==> src/rtl/wfmt_pkg.sv <==
package wfmt_pkg;
  localparam int FMT_W = 3;

  typedef enum logic [FMT_W-1:0] {
    FMT_NRZ  = 3'b000,
    FMT_RTZ  = 3'b001,
    FMT_RTO  = 3'b010,
    FMT_SBC  = 3'b011,
    FMT_DPOS = 3'b100,
    FMT_DNEG = 3'b101,
    FMT_RSV6 = 3'b110,
    FMT_RSV7 = 3'b111
  } fmt_e;

  // Strobes from control to datapath.
  typedef struct packed {
    logic capture;  // latch the incoming data bit
    logic useIn;    // take the source bit from dataIn instead of the latched bit
    logic setTrue;  // output <= source bit
    logic setComp;  // output <= ~source bit
    logic setZero;  // output <= 0
    logic setOne;   // output <= 1
  } strobe_t;
endpackage

==> src/rtl/wfmt_ctrl.sv <==
module wfmt_ctrl
  import wfmt_pkg::*;
#(
  parameter int NUM_MARKERS = 7
) (
  input  logic                   clk,
  input  logic                   rst,
  input  logic [NUM_MARKERS-1:0] markers,
  input  logic [FMT_W-1:0]       fmtIn,
  output strobe_t                strb
);
  localparam int IDX_W = $clog2(NUM_MARKERS);
  localparam logic [IDX_W-1:0] M0 = IDX_W'(0);
  localparam logic [IDX_W-1:0] M1 = IDX_W'(1);
  localparam logic [IDX_W-1:0] M2 = IDX_W'(2);
  localparam logic [IDX_W-1:0] M3 = IDX_W'(3);
  localparam logic [IDX_W-1:0] M4 = IDX_W'(4);

  fmt_e             fmtReg;
  fmt_e             fmtNew;
  logic             hit;
  logic [IDX_W-1:0] idx;

  assign fmtNew = fmt_e'(fmtIn);

  // Highest-numbered marker wins: later iterations overwrite earlier ones.
  always_comb begin
    hit = 1'b0;
    idx = '0;
    for (int i = 0; i < NUM_MARKERS; i++) begin
      if (markers[i]) begin
        hit = 1'b1;
        idx = IDX_W'(i);
      end
    end
  end

  always_comb begin
    strb = '0;
    if (hit) begin
      unique case (idx)
        M0: begin
          strb.capture = 1'b1;
          if (fmtNew == FMT_SBC) begin
            strb.useIn   = 1'b1;
            strb.setComp = 1'b1;
          end
        end
        M1: begin
          unique case (fmtReg)
            FMT_NRZ, FMT_RTZ, FMT_RTO, FMT_SBC, FMT_DPOS: strb.setTrue = 1'b1;
            FMT_DNEG: strb.setComp = 1'b1;
            default: ;
          endcase
        end
        M2: begin
          unique case (fmtReg)
            FMT_RTZ, FMT_DPOS: strb.setZero = 1'b1;
            FMT_RTO, FMT_DNEG: strb.setOne  = 1'b1;
            FMT_SBC:           strb.setComp = 1'b1;
            default: ;
          endcase
        end
        M3: begin
          if (fmtReg == FMT_DPOS) strb.setTrue = 1'b1;
          if (fmtReg == FMT_DNEG) strb.setComp = 1'b1;
        end
        M4: begin
          if (fmtReg == FMT_DPOS) strb.setZero = 1'b1;
          if (fmtReg == FMT_DNEG) strb.setOne  = 1'b1;
        end
        default: ;
      endcase
    end
  end

  always_ff @(posedge clk) begin
    if (rst) fmtReg <= FMT_NRZ;
    else if (strb.capture) fmtReg <= fmtNew;
  end

  // a capture loads the format that was presented with it
  a_r2_capture_fmt: assert property (@(posedge clk) disable iff (rst)
    strb.capture |=> fmtReg == fmt_e'($past(fmtIn)));

  // any higher marker suppresses the marker-0 capture
  a_r10_capture_lost: assert property (@(posedge clk) disable iff (rst)
    (|markers[NUM_MARKERS-1:1]) |-> !strb.capture);
endmodule

==> src/rtl/wfmt_datapath.sv <==
module wfmt_datapath
  import wfmt_pkg::*;
(
  input  logic    clk,
  input  logic    rst,
  input  logic    dataIn,
  input  strobe_t strb,
  output logic    waveOut
);
  logic dataReg;
  logic srcBit;
  logic anySet;

  assign srcBit = strb.useIn ? dataIn : dataReg;
  assign anySet = strb.setTrue | strb.setComp | strb.setZero | strb.setOne;

  always_ff @(posedge clk) begin
    if (rst) begin
      dataReg <= 1'b0;
      waveOut <= 1'b0;
    end else begin
      if (strb.capture) dataReg <= dataIn;
      if (strb.setTrue)      waveOut <= srcBit;
      else if (strb.setComp) waveOut <= ~srcBit;
      else if (strb.setZero) waveOut <= 1'b0;
      else if (strb.setOne)  waveOut <= 1'b1;
    end
  end

  // at most one output action per cycle
  a_r11_one_action: assert property (@(posedge clk) disable iff (rst)
    $onehot0({strb.setTrue, strb.setComp, strb.setZero, strb.setOne}));

  // no action means the pin holds
  a_r11_hold: assert property (@(posedge clk) disable iff (rst)
    !anySet |=> $stable(waveOut));

  // a forced low return lands on the next cycle
  a_r4_force_low: assert property (@(posedge clk) disable iff (rst)
    strb.setZero |=> !waveOut);

  // a forced high return lands on the next cycle
  a_r5_force_high: assert property (@(posedge clk) disable iff (rst)
    strb.setOne |=> waveOut);
endmodule

==> src/rtl/waveform_formatter.sv <==
module waveform_formatter
  import wfmt_pkg::*;
#(
  parameter int NUM_MARKERS = 7
) (
  input  logic                   clk,
  input  logic                   rst,
  input  logic                   dataIn,
  input  logic [NUM_MARKERS-1:0] markers,
  input  logic [FMT_W-1:0]       fmtSel,
  output logic                   waveOut
);
  strobe_t strb;

  wfmt_ctrl #(.NUM_MARKERS(NUM_MARKERS)) u_ctrl (
    .clk    (clk),
    .rst    (rst),
    .markers(markers),
    .fmtIn  (fmtSel),
    .strb   (strb)
  );

  wfmt_datapath u_dp (
    .clk    (clk),
    .rst    (rst),
    .dataIn (dataIn),
    .strb   (strb),
    .waveOut(waveOut)
  );
endmodule

==> config.mk <==
export PLATFORM = sky130hd
export DESIGN_NAME = waveform_formatter
export DESIGN_NICKNAME = d
export VERILOG_FILES = /design/src/rtl/wfmt_pkg.sv /design/src/rtl/wfmt_ctrl.sv /design/src/rtl/wfmt_datapath.sv /design/src/rtl/waveform_formatter.sv
export SDC_FILE = /design/constraint.sdc
export NUM_CORES = 1
export LEC_CHECK = 0
export CORE_AREA = 2 2 39 41
export CTS_BUF_LIST = sky130_fd_sc_hd__clkbuf_2 sky130_fd_sc_hd__clkbuf_4 sky130_fd_sc_hd__clkbuf_8
export CTS_CLUSTER_DIAMETER = 120
export DETAILED_ROUTE_END_ITERATION = 12
export DIE_AREA = 0 0 41 43
export PLACE_DENSITY_LB_ADDON = 0.2
export SYNTH_ARGS = -nofsm -noshare
export SYNTH_HDL_FRONTEND = slang
export SYNTH_SLANG_ARGS = --single-unit
export TNS_END_PERCENT = 30
==> constraint.sdc <==
create_clock -name clk -period 2.13 [get_ports clk]
set_input_delay 0.3195 -clock clk [delete_from_list [all_inputs] [get_ports clk]]
set_output_delay 0.3195 -clock clk [all_outputs]
set_load 0.02 [all_outputs]
* Word level (Yosys, flattened, before mapping)
Index checks and enable logic that the tools add are counted.
** Storage, ports and cells
- Register bits after elaboration :: 5
- Latch bits :: 0
- Bits in writable memories :: 0
- Bits in read-only memories :: 0
- Output and inout port bits :: 1
- Memories kept :: 0
** Operators by class
- $add $sub $neg :: 0
- $mul :: 0
- Div/mod/pow operators :: 0
- Order comparisons :: 0
- Eq/ne operators :: 10
- Shifts and indexed selects :: 0
- Multiplexer cells :: 30
- Bitwise operators :: 1
- Reduce and logical (&&, ||, !) cells :: 7
** Operators by type and width (count)
- $mux 1 :: 20
- $eq 3x2->1 const B :: 5
- $eq 3x3->1 const B :: 3
- $mux 3 :: 3
- $eq 3x1->1 const B :: 2
- $logic_not 3->1 :: 2
- $mux 2 :: 3
- $mux 6 :: 1
- $reduce_or 2->1 :: 3
- $reduce_or 5->1 :: 1
- $pmux 2 s2 :: 1
- $reduce_bool 4->1 :: 1
- $pmux 1 s3 :: 1
- $pmux 1 s2 :: 1
- $not 1->1 :: 1

* Longest topological paths before layout
- Word-level depth :: 14
- Gate-level depth with buffers :: 5
- Depth with buffers taken out :: 5

* Cells and area by module
A second synthesis with hierarchy kept.
** Second synthesis, totals
- Cell total of the unflattened synthesis :: 47
- Area, all modules :: 401.6 um^2
** By module, submodules not included
- wfmt_ctrl :: instances 1, cells an instance 38, area an instance 311.5 um^2, seq. area each 60.1 um^2
- wfmt_datapath :: instances 1, cells an instance 9, area an instance 90.1 um^2, seq. area each 40.0 um^2

* Least setup slack after synthesis
Ideal clock, no wire load.
- Path type :: register to register
- From :: register u_ctrl.fmtReg[2]
- To :: register u_dp.waveOut
- Setup time :: 0.086 ns
- Data arrival time :: 1.556 ns
- Setup slack :: 0.488 ns
- Stages on the path, launching flop included :: 6
- Buffers on the path :: 0
- Clock period less this slack :: 1.642 ns
- Cell sequence :: dfxtp_1 > nor4b_4 > nand3b_1 > a211o_1 > a221o_1 > a221oi_2
** On the way
- Word-level cells in the longest chain between the ends :: 8
** Ends and longest elaborated chain
- start: declaration :: RTL line wfmt_ctrl.sv:19 : fmt_e fmtReg;
- start signal: assignment :: RTL line wfmt_ctrl.sv:79 : else if (strb.capture) fmtReg <= fmtNew;
- $eq 3x1->1 / $eq 3x3->1 (equally long branches) :: RTL line wfmt_ctrl.sv:50, wfmt_ctrl.sv:57, wfmt_ctrl.sv:65
- $reduce_or 2->1 :: RTL line wfmt_ctrl.sv:57 : unique case (fmtReg)
- $mux 1 :: RTL line wfmt_ctrl.sv:57
- $pmux 2 s2 :: RTL line wfmt_ctrl.sv:41 : unique case (idx)
- $mux 6 (*) :: RTL line wfmt_ctrl.sv:40 : if (hit) begin
- $mux 1 :: RTL line wfmt_datapath.sv:25 : else if (strb.setZero) waveOut <= 1'b0;
- $mux 1 :: RTL line wfmt_datapath.sv:24 : else if (strb.setComp) waveOut <= ~srcBit;
- $mux 1 :: RTL line wfmt_datapath.sv:23 : if (strb.setTrue) waveOut <= srcBit;
- end signal: assignment :: RTL line wfmt_datapath.sv:23
- end signal: assignment :: RTL line wfmt_datapath.sv:24
- end: declaration :: RTL line wfmt_datapath.sv:8 : output logic waveOut
Every way passes the cells marked *; elsewhere a longest branch is shown, timed or not.
A chain may end at the register's enable or synchronous reset.

* Worst setup path in the final report
- From :: input markers[4]
- To :: register u_dp.waveOut
** On the way
- Word-level cells in the longest chain between the ends :: 10
** Ends and longest elaborated chain
- start: declaration :: RTL line waveform_formatter.sv:9 : input logic [NUM_MARKERS-1:0] markers,
- parallel branches: the longest is 5 deep, another holds $mux 3
- $mux 6 (*) :: RTL line wfmt_ctrl.sv:40
- $mux 1 :: RTL line wfmt_datapath.sv:14 : assign srcBit = strb.useIn ? dataIn : dataReg;
- $not 1->1 :: RTL line wfmt_datapath.sv:24
- $mux 1 :: RTL line wfmt_datapath.sv:24
- $mux 1 :: RTL line wfmt_datapath.sv:23
Every way passes the cells marked *.

==> flow_summary.json <==
{
  "cts_max_path_buffers": 2,
  "critPathKind": "input pin to register",
  "yosys.area.top_type_share": 0.254,
  "cp_top_family": "compound AO/OA/AOI/OAI gates",
  "final_cells": 87,
  "hold_ws_ns": 0.534,
  "setup_slack_ns": 0.237,
  "dpl.hpwl_um": 767,
  "max_freq_mhz": 528,
  "ff2ff_path_depth": 5,
  "synthFlopType": "dfxtp_1",
  "r2r-end": "u_dp.waveOut",
  "numPlacedInstances": 83,
  "whs_path_depth": 2,
  "power.leakage_nw": 0.238,
  "holdCritPathClass": "register to register",
  "dieArea_um2": 1760,
  "yosysUniqueCellTypes": 21,
  "outcome": "finished, final reports clean",
  "required_ns": 2.28,
  "hold_start": "u_dp.dataReg",
  "dp_slack_ns": -0.00263,
  "cts-buffers-inserted": 3,
  "fin_worst_skew_ns": 0.00108,
  "fillers": 142,
  "nets": 85,
  "min_period_ns": 1.89,
  "tightest_slew_ns": 0.380,
  "ys_warn_count": 0,
  "synthTopCellsByCount": "nor2_1, dfxtp_1, mux2i_1, nor2b_1, nor3_1",
  "drc": 0,
  "multi_input_area_um2": 294,
  "cts.sink_count": 5,
  "grt_remaining_overflow": 0,
  "powerDensity_nw_per_um2": 430,
  "yosysMostFrequentCell": "nor2_1",
  "synthArstFlopShare": 0,
  "end_kind": "register",
  "setup_viol": 0,
  "area.sequential_um2": 100,
  "timing.slew.headroom": 0.740,
  "critical_path_arrival_ns": 2.04,
  "firstDrtPassIters": 1,
  "wirelength_um": 953,
  "period_share": 0.889,
  "rsz0062_at_grt": "false",
  "io_buffers": 13,
  "clockRootBuffer": "clkbuf_4",
  "r2r_slack_ns": 0.42,
  "tns_ns": 0,
  "core_um2": 1380,
  "path_buf_inv": 1,
  "viasPerCell": 5.06,
  "post_drt_wl_per_cell_um": 11.0,
  "drv_cap": 0,
  "synth_edf_count": 0,
  "clock_latency_ns": 0.23,
  "antenna_cells": 0,
  "syn_area_um2": 394,
  "grt_pass1_wl_um": 1590,
  "hold_violations": 0,
  "hold_buffers": 0,
  "ys_top_cells_by_area": "dfxtp_1, mux2i_1, nor2_1",
  "layout-drive-gt1-share": 0.169,
  "grt_max_degree": 8,
  "grt_pass1_vias": 431,
  "cts_tree": "yes",
  "cp_cell_sequence": "clkdlybuf4s50_1 > nor4b_4 > nand3b_1 > a211o_1 > a221o_1 > a221oi_2",
  "ir_drop_mv": 0.388,
  "clk_pin_slew_ns": 0.04,
  "cpMaxStageDelayCell": "clkdlybuf4s50_1",
  "crit_fanout": 4,
  "ys_seq_area_frac": 0.254,
  "core.rowCount": 14,
  "htreeDepth": 1,
  "worstSetupStartpointType": "input pin",
  "syn_nets": 61,
  "min_to": "u_dp.dataReg",
  "ant_nets": 0,
  "area.growth.synth_to_final_pct": 57.1,
  "drtIter0Drc": 0,
  "r2r_start": "u_ctrl.fmtReg[2]",
  "slew_violations": 0,
  "initial_core_util": 0.285,
  "antenna_found_initial": 0,
  "die-width_um": 41,
  "syn_avg_cell_area_um2": 8.21,
  "syn_inst": 48,
  "num_vias": 440,
  "postCtsSetupRepairBufs": 0,
  "place.gp.congestion": 0.732,
  "ys_ff_latch": 5,
  "yosys.area.top_type": "dfxtp_1",
  "die-height_um": 43,
  "post_cts_resized": 0,
  "io_pins": 14,
  "max_stage_delay_ns": 0.48,
  "grt_usage": 0.130
}
==> cells in the final DEF (no fill, tap or decap) <==
cell / n
a211o_1: 1
dfxtp_1: 5
o21ai_1: 1
a2111oi_0: 1
nor4b_4: 1
nor2_1: 9
clkbuf_4: 4
nand2_1: 2
nand3b_1: 3
a221oi_2: 1
nor2b_1: 4
and2b_1: 1
a21oi_1: 1
o21ba_1: 1
o21bai_1: 2
buf_4: 6
o211ai_1: 1
a221o_1: 1
o21ai_0: 2
mux2i_1: 4
nor4_1: 1
nor3_1: 4
nand4_1: 2
clkdlybuf4s50_1: 13
==> routing by layer <==
metal / GRT usage / vias to the layer above / wire, um
met5: 0 / - / 0
met2: 0.228 / 10 / 467
met3: 0.0471 / 0 / 51
li1: - / 232 / -
met1: 0.141 / 198 / 435
met4: 0.0200 / 0 / 0
==> how the worst max path moves through the flow <==
| stage | endpoint | slack, ns | depth (start not counted) | start |
|---|---|---|---|---|
| floorplan | u_dp.waveOut | 0.49 | 5 | u_ctrl.fmtReg[2] |
| global placement | u_dp.waveOut | -0.003 | 6 | markers[4] |
| detailed placement | u_dp.waveOut | -0.003 | 6 | markers[4] |
| CTS | u_dp.waveOut | 0.23 | 6 | markers[4] |
| global route | u_dp.waveOut | 0.13 | 6 | markers[3] |
| finish | u_dp.waveOut | 0.24 | 6 | markers[4] |
==> layout make-up <==
| type | count | share of cell area |
|---|---|---|
| timing repair buffer | 19 | 0.283 |
| clock buffer | 4 | 0.0485 |
| sequential | 5 | 0.162 |
| multi-input combinational | 43 | 0.475 |
| tap | 16 | 0.0323 |
==> worst register-to-register path, stage by stage, from the launching register on <==
cell and delay, ns:
dfxtp_1 0.37, nor4b_4 0.31, nand3b_1 0.10, a211o_1 0.29, a221o_1 0.33, a221oi_2 0.22
==> metrics by stage <==
step / power (mW) / cell area (um^2) / util
after global placement: 0.151 / 589 / 0.426
after global routing: 0.282 / 619 / 0.448
after detailed placement: 0.151 / 589 / 0.426
after CTS: 0.272 / 619 / 0.448
final: 0.266 / 619 / 0.448
after floorplan: 0.111 / 394 / -
==> registers in the layout (all words and copies together) (netlist names) <==
register and cells:
u_ctrl.fmtReg 3, u_dp.waveOut 1, u_dp.dataReg 1
==> cells by family after synthesis <==
| family | share of synthesized area |
|---|---|
| simple gates | 0.403 |
| flops | 0.254 |
| compound gates | 0.241 |
| mux | 0.102 |
==> report_power, final <==
group / switching, mW / total [mW] / internal (mW)
sequential: 0.000801 / 0.0956 / 0.0948
clock: 0.0338 / 0.117 / 0.0832
combinational: 0.0199 / 0.0538 / 0.0339
total: 0.0545 / 0.266 / 0.212
Note: power is estimated with default switching activity, not from simulation.
